## config.mk

```make
export PLATFORM = sky130hd
export DESIGN_NAME = tx_fault_ctrl
export DESIGN_NICKNAME = d
export VERILOG_FILES = /design/src/rtl/tx_fault_pkg.sv /design/src/rtl/fault_flag_capture.sv /design/src/rtl/fault_recovery.sv /design/src/rtl/tx_fault_ctrl.sv
export SDC_FILE = /design/constraint.sdc
export NUM_CORES = 1
export LEC_CHECK = 0
export BUFFER_PORTS_ARGS = -buffer_cell sky130_fd_sc_hd__buf_4
export CAP_MARGIN = 20
export CORE_MARGIN = 2
export CORE_UTILIZATION = 41
export CTS_CLUSTER_DIAMETER = 30
export CTS_CLUSTER_SIZE = 40
export DETAILED_ROUTE_END_ITERATION = 8
export GPL_TIMING_DRIVEN = 0
export PLACE_DENSITY = 0.66
export RECOVER_POWER = 25
export SYNTH_ARGS = -nofsm -noshare
export SYNTH_HDL_FRONTEND = slang
export SYNTH_SLANG_ARGS = --single-unit
export TNS_END_PERCENT = 20
```

## constraint.sdc

```tcl
create_clock -name clk_i -period 2.75 [get_ports clk_i]
set_clock_uncertainty 0.2 [all_clocks]
set_input_delay 0.4125 -clock clk_i [delete_from_list [all_inputs] [get_ports clk_i]]
set_output_delay 0.4125 -clock clk_i [all_outputs]
set_load 0.05 [all_outputs]
```

## src/rtl/tx_fault_pkg.sv

```systemverilog
package tx_fault_pkg;
  localparam int unsigned NUM_SRC = 4;
  typedef enum int unsigned {
    SRC_PWR_HI   = 0,
    SRC_PWR_LO   = 1,
    SRC_BIAS_HI  = 2,
    SRC_BIAS_TOP = 3
  } fault_src_e;
  localparam int unsigned STICKY_SRC = SRC_BIAS_HI;
endpackage

```

## src/rtl/fault_flag_capture.sv

```systemverilog
module fault_flag_capture #(
  parameter int unsigned NUM_SRC    = tx_fault_pkg::NUM_SRC,
  parameter int unsigned STICKY_SRC = tx_fault_pkg::STICKY_SRC
) (
  input  logic               clk_i,
  input  logic               rst_ni,
  input  logic [NUM_SRC-1:0] flag_i,
  input  logic               clr_i,
  output logic [NUM_SRC-1:0] status_o
);
  for (genvar i = 0; i < NUM_SRC; i++) begin : g_src
    if (i == STICKY_SRC) begin : g_sticky
      // clear has priority over a new flag
      always_ff @(posedge clk_i or negedge rst_ni) begin
        if (!rst_ni)    status_o[i] <= 1'b0;
        else if (clr_i) status_o[i] <= 1'b0;
        else            status_o[i] <= status_o[i] | flag_i[i];
      end

      a_r3_clear_wins: assert property (@(posedge clk_i) disable iff (!rst_ni)
        clr_i |=> !status_o[i]);
      a_r3_sticky: assert property (@(posedge clk_i) disable iff (!rst_ni)
        (status_o[i] && !clr_i) |=> status_o[i]);
    end else begin : g_mirror
      always_ff @(posedge clk_i or negedge rst_ni) begin
        if (!rst_ni) status_o[i] <= 1'b0;
        else         status_o[i] <= flag_i[i];
      end

      a_r2_mirror: assert property (@(posedge clk_i) disable iff (!rst_ni)
        flag_i[i] |=> status_o[i]);
    end
  end
endmodule

```

## src/rtl/fault_recovery.sv

```systemverilog
module fault_recovery #(
  parameter int unsigned RESET_TICKS = 130
) (
  input  logic clk_i,
  input  logic rst_ni,
  input  logic det_i,
  input  logic tick_i,
  input  logic clr_req_i,
  input  logic latch_mode_i,
  output logic fault_o
);
  localparam int unsigned CNT_W = $clog2(RESET_TICKS + 1);
  localparam logic [CNT_W-1:0] CNT_LAST = CNT_W'(RESET_TICKS - 1);

  logic [CNT_W-1:0] cnt_q;
  logic             armed_q;
  logic             release_ok;

  // hold mode waits for a disable pulse before the interval may run
  assign release_ok = !latch_mode_i || armed_q;

  always_ff @(posedge clk_i or negedge rst_ni) begin
    if (!rst_ni) begin
      fault_o <= 1'b0;
      armed_q <= 1'b0;
      cnt_q   <= '0;
    end else if (det_i) begin
      fault_o <= 1'b1;
      cnt_q   <= '0;
      if (clr_req_i && fault_o) armed_q <= 1'b1;
    end else if (fault_o) begin
      if (clr_req_i) armed_q <= 1'b1;
      if (release_ok && tick_i) begin
        if (cnt_q == CNT_LAST) begin
          fault_o <= 1'b0;
          armed_q <= 1'b0;
          cnt_q   <= '0;
        end else begin
          cnt_q <= cnt_q + 1'b1;
        end
      end
    end
  end

  a_r4_fault_set: assert property (@(posedge clk_i) disable iff (!rst_ni)
    det_i |=> fault_o);
  a_r5_cnt_bound: assert property (@(posedge clk_i) disable iff (!rst_ni)
    cnt_q < CNT_W'(RESET_TICKS));
  a_r5_no_tick_hold: assert property (@(posedge clk_i) disable iff (!rst_ni)
    (fault_o && !tick_i) |=> fault_o);
  a_r6_hold_until_pulse: assert property (@(posedge clk_i) disable iff (!rst_ni)
    (fault_o && latch_mode_i && !armed_q) |=> fault_o);
endmodule

```

## src/rtl/tx_fault_ctrl.sv

```systemverilog
module tx_fault_ctrl #(
  parameter int unsigned NUM_SRC     = tx_fault_pkg::NUM_SRC,
  parameter int unsigned RESET_TICKS = 130
) (
  input  logic               clk_i,
  input  logic               rst_ni,
  input  logic               tick_i,
  input  logic [NUM_SRC-1:0] flag_i,
  input  logic [NUM_SRC-1:0] enable_i,
  input  logic               txd_pin_i,
  input  logic               sw_disable_i,
  input  logic               latch_mode_i,
  input  logic               mask_i,
  output logic               fault_o,
  output logic               shutdown_o,
  output logic [NUM_SRC-1:0] status_o,
  output logic               txd_status_o
);
  logic det;

  fault_flag_capture #(
    .NUM_SRC    (NUM_SRC),
    .STICKY_SRC (tx_fault_pkg::STICKY_SRC)
  ) i_capture (
    .clk_i    (clk_i),
    .rst_ni   (rst_ni),
    .flag_i   (flag_i),
    .clr_i    (txd_pin_i),
    .status_o (status_o)
  );

  assign det = |(status_o & enable_i);

  fault_recovery #(
    .RESET_TICKS (RESET_TICKS)
  ) i_recovery (
    .clk_i        (clk_i),
    .rst_ni       (rst_ni),
    .det_i        (det),
    .tick_i       (tick_i),
    .clr_req_i    (txd_pin_i),
    .latch_mode_i (latch_mode_i),
    .fault_o      (fault_o)
  );

  always_ff @(posedge clk_i or negedge rst_ni) begin
    if (!rst_ni) txd_status_o <= 1'b0;
    else         txd_status_o <= txd_pin_i;
  end

  assign shutdown_o = txd_pin_i | sw_disable_i | (fault_o & ~mask_i);

  a_r7_disable_forces: assert property (@(posedge clk_i) disable iff (!rst_ni)
    (txd_pin_i || sw_disable_i) |-> shutdown_o);
  a_r8_mask_blocks: assert property (@(posedge clk_i) disable iff (!rst_ni)
    (mask_i && !txd_pin_i && !sw_disable_i) |-> !shutdown_o);
  a_r9_pin_status: assert property (@(posedge clk_i) disable iff (!rst_ni)
    txd_pin_i |=> txd_status_o);
endmodule

```

=== Word level (Yosys, flattened, before mapping) ===
Index checks and enable logic that the tools add are counted.

* Flip-flop bits (word level): 15
* Output and inout port bits: 7
* Input port bits: 15

* Reductions and logical operators: 9
* Eq/ne operators: 2
* Bitwise operators: 6
* Multiplexer cells: 15
* Add/sub/neg operators: 1

{| class="wikitable"
|+ Operators with widths
! operator !! number
|-
| 2-to-1 mux 8 bit || 4
|-
| 2-to-1 mux 1 bit || 11
|-
| adder 8 x 1 -> 8 bit (second input constant) || 1
|-
| == test 8 bit (second input constant) || 1
|-
| bitwise AND 4 bit || 1
|-
| AND reduction 2 bit || 2
|-
| nonzero test 2 bit || 2
|-
| OR reduction 4 bit || 1
|-
| bitwise OR 1 bit || 3
|-
| logical AND 1 bit || 2
|-
| inequality test 2 x 1 -> 1 bit (second input constant) || 1
|-
| bitwise AND 1 bit || 1
|-
| zero test 1 bit || 1
|-
| logical OR 1 bit || 1
|-
| inverter 1 bit || 1
|}

=== Logic depth before layout (Yosys ltp) ===
* Depth in word-level cells: 6
* Depth in mapped cells: 6
* Mapped depth without buffers: 6

=== Modules after synthesis ===
Synthesis repeated with hierarchy kept, for this count alone.

* Cell total of the unflattened synthesis: 72
* Area, all modules: 728.2 um^2

{| class="wikitable"
|+ By module, submodules not included
! module !! cells an instance !! sequential area each (um^2) !! area an instance (um^2) !! times used
|-
| fault_recovery || 60 || 250.2 || 561.8 || 1
|-
| fault_flag_capture || 5 || 100.1 || 110.1 || 1
|-
| tx_fault_ctrl || 7 || 25.0 || 56.3 || 1
|}

=== Worst setup path after synthesis ===
Ideal clock, no wire load.

* Path type: in2out
* From: in mask_i
* To: out shutdown_o
* Path slack: 0.639 ns
* Data arrival time: 1.499 ns
* Data required time: 2.138 ns
* Buffers on the path: 0
* Stages on the path: 1
* Path through: o21ai_0

* Longest elaborated chain between the ends: 3

{| class="wikitable"
|+ Ends and longest elaborated chain
! item !! line !! source
|-
| from (decl) || tx_fault_ctrl.sv:13 || <nowiki>input logic mask_i,</nowiki>
|-
| inverter 1 bit || tx_fault_ctrl.sv:51 || <nowiki>assign shutdown_o = txd_pin_i | sw_disable_i | (fault_o & ~mask_i);</nowiki>
|-
| bitwise AND 1 bit || tx_fault_ctrl.sv:51 ||
|-
| bitwise OR 1 bit || tx_fault_ctrl.sv:51 ||
|-
| to (decl) || tx_fault_ctrl.sv:15 || <nowiki>output logic shutdown_o,</nowiki>
|}

No other way between the ends.

==> metrics.log <==
[metrics] outcome: finished clean
[metrics] insertion delay of the later-clocked pin in the worst-skew pair: 0.28 ns
[metrics] aggregate global routing overflow: 0
[metrics] master of the slowest instance on the critical path: dfrtp_1
[metrics] largest incremental delay on the critical path: ~0.47 ns
[metrics] First-pass DRT Iterations: 3
[metrics] minimum clock period: ~1.8 ns
[metrics] type of destination of the critical path: output port
[metrics] mean instance size in the synthesized netlist: 11.7 um^2
[metrics] Post-DRT Antenna Nets: 0
[metrics] Vert. Die Dim: 46.4 um
[metrics] number of buffers inserted for hold repair after clock tree synthesis: 1
[metrics] core region area: about 1700 um^2
[metrics] summed negative setup slack over all endpoints: 0 ns
[metrics] Mapped Cells: 63
[metrics] post-CTS setup buffer count: 0
[metrics] worst endpoint data arrival time: 1.23 ns
[metrics] vias after detailed routing: 578
[metrics] count of routing violations after the opening detailed-route iteration: 16
[metrics] Post-Place Cell Area: 927 um^2
[metrics] area of combinational cells with multiple inputs: 352 um^2
[metrics] peak-usage layer in the global routing report: met2
[metrics] Max transition margin: 0.473
[metrics] area share of the largest cell type after synthesis: 0.508
[metrics] worst-case setup margin in the final layout: 0.910 ns
[metrics] crit path max fanout: 6
[metrics] TritonCTS clock tree: yes
[metrics] unrepaired setup endpoints after global routing: no
[metrics] met3 Track Usage GR: 0.0235
[metrics] number of resized instances in the post-cts repair step: 0
[metrics] sequential share of the synthesized area: 0.508
[metrics] placement row count: 15
[metrics] cell types with the largest area share after synthesis: dfrtp_1, o211ai_1, o31ai_1, a311oi_4, nand2_1
[metrics] width of the chip: 46.4 um
[metrics] clock-pin transition on the worst setup and hold timing paths: 0.09 ns
[metrics] CTS buffer count: 3
[metrics] diode count: 0
[metrics] CP Launch Type: flip-flop
[metrics] number of DRC violations after detailed routing: 0
[metrics] critical path start-end classification: flip-flop to output port
[metrics] final HPWL from detailed placement: 1040 um
[metrics] number of input and output port buffers inserted: 21
[metrics] peak ir drop on the vdd network: 0.242 mV
[metrics] effective utilization at floorplan: 0.432
[metrics] total power of the final layout: 444 uW
[metrics] series of cell instances along the critical path: inv_1 > o21ai_0 > buf_4
[metrics] start point of the worst min-delay path: flag_i[3]
[metrics] Area growth syn-to-layout: 30.0%
[metrics] global routing met1 resource utilization: 0.162
[metrics] global-route wire length before repair: approximately 2100 um
[metrics] post-DR wirelength/cell: 11.9 um
[metrics] Worst setup startpoint: i_recovery.fault_o
[metrics] pin slew with the least headroom to its limit: a little under 0.8 ns
[metrics] htree depth: 1
[metrics] via/cell ratio: 5.07
[metrics] maximum number of pins on one net before global-route repair: 16
[metrics] Post-Layout Cell Count: roughly 110
[metrics] GRT Util Overall: 0.139
[metrics] flop and latch count out of synthesis: 15
[metrics] Synth cell types: 24
[metrics] GP Congestion: about 0.77
[metrics] Fmax achieved: 543 MHz
[metrics] nets@finish: 107
[metrics] share of final-layout standard cells stronger than drive strength 1: 0.360
[metrics] final number of hold-violating endpoints: 0
[metrics] clock tree root buffer cell: clkbuf_4
[metrics] type of the tightest min-delay check: primary input to flip-flop
[metrics] Placement Setup Slack: approximately 0.90 ns
[metrics] fill cell instance count of the final layout: between 150 and 200
[metrics] final design area excluding fillers: around 960 um^2
[metrics] maximum number of buffers from clock root to sink: 2
[metrics] cell leakage power: 0.000405 uW
[metrics] total wire length after detailed routing: 1360 um
[metrics] I/O pin count: 22
[metrics] post-synth top area cell: dfrtp_1
[metrics] vias in the first global route: 536
[metrics] number of slew-limit violations in the final report: 0
[metrics] clock sink count: 15
[metrics] met2 Resource Use GR: 0.244
[metrics] floorplan die area: 2160 um^2
[metrics] number of nets produced by synthesis: 80
[metrics] max-cap viol count: 0
[metrics] startpoint of the worst-slack reg-to-reg timing path: i_capture.status_o[2]
[metrics] Sequential Area: 375 um^2
[metrics] share of the cycle needed by the critical path after routing: 0.669
[metrics] post-synthesis instance area: 738 um^2
[metrics] power density normalized to cell area: approximately 460 nW/um^2
[metrics] Yosys warnings: 0
[metrics] total setup violations reported at the end of the flow: 0
[metrics] number of placed instances with taps included: 109
[metrics] number of antenna violations at the first check in global routing: 0
[metrics] WP data required: around 2.1 ns
flip-flops by register name (all words and copies together), names as in the netlist:
name,count
i_recovery.cnt_q,8
i_capture.status_o,4
txd_status_o,1
i_recovery.fault_o,1
i_recovery.armed_q,1
power by group:
group	leakage (uW)	switching (uW)	internal, uW	total, uW
logic	0.000204	46.6	32.6	79.2
clock network	0.0000139	72.6	55.3	128
registers	0.000187	7.52	229	236
worst paths after layout:
| path | end | slack (ns) | cells past startpoint |
|---|---|---|---|
| min | i_capture.status_o[3] | 0.05 | 1 |
| min in group asynchronous | i_recovery.fault_o | 0.53 | 2 |
| max in group asynchronous | i_recovery.cnt_q[1] | 1.33 | 2 |
| max | shutdown_o | 0.91 | 3 |
| min reg2reg | i_capture.status_o[2] | 0.33 | 2 |
| max reg2reg | i_recovery.cnt_q[7] | 1.01 | 4 |
cell type report:
cell class	count	area share
clock buffer	3	0.0235
timing repair buffer	22	0.167
multi-input combinational	45	0.366
sequential	15	0.391
inverter	3	0.0117
tap	25	0.0326
clock inverter	1	0.00782
per-stage QoR:
step / hold slack, ns / util
2_1_floorplan: -0.0831 / -
3_3_place_gp: 0.0765 / 0.543
3_5_place_dp: 0.0762 / 0.543
4_1_cts: 0.0184 / 0.566
5_1_grt: 0.0281 / 0.562
6_report: 0.0485 / 0.562
cell usage in the layout (no fill, tap or decap):
cell	Yosys	final
and4_1	1	1
or2_2	2	2
clkbuf_1	0	2
o21ai_0	4	4
a22o_2	1	1
clkbuf_4	0	6
a311oi_4	1	1
nor4bb_1	1	1
nand2b_2	1	1
nor2_1	3	3
ha_1	2	2
clkinvlp_4	0	1
dlygate4sd3_1	0	1
inv_1	3	3
dfrtp_1	15	15
nor3_1	1	1
nand3b_4	1	1
o311ai_2	1	1
or3_1	1	1
nor2_8	1	1
a31oi_1	1	1
a21oi_1	1	1
nand4_1	1	1
nand2_1	7	7
o211ai_1	5	5
buf_4	0	16
o31ai_1	5	5
nand3_1	3	3
a22o_4	1	1
worst max-delay path, delay by kind of cell, from the launching register on:
kind	cells	cell delay, ns
flip-flops	1	0.47
buffers and inverters	2	0.30
AO/OA/AOI/OAI	1	0.17
metal layers:
metal | up-vias | wire length [um]
met5 | - | 0
met4 | 0 | 8
met3 | 2 | 97
met2 | 20 | 639
met1 | 262 | 614
li1 | 294 | -
synthesized netlist by cell type:
library cell and instances:
nand3b_4 1, ha_1 2, nor4bb_1 1, nor3_1 1
or2_2 2, nor2_1 3, inv_1 3, a22o_2 1
a21oi_1 1, o31ai_1 5, a31oi_1 1, nand4_1 1
o311ai_2 1, nand2b_2 1, nand2_1 7, or3_1 1
o21ai_0 4, o211ai_1 5, a22o_4 1, nor2_8 1
nand3_1 3, dfrtp_1 15, and4_1 1, a311oi_4 1
kinds of logic after synthesis:
group / after synthesis / share of synthesized area
fa+ha+maj: 2 / 0.0339
simple gates: 23 / 0.203
flops: 15 / 0.508
buf+inv: 3 / 0.0153
compound gates: 20 / 0.239
Note: power is estimated with default switching activity, not from simulation.
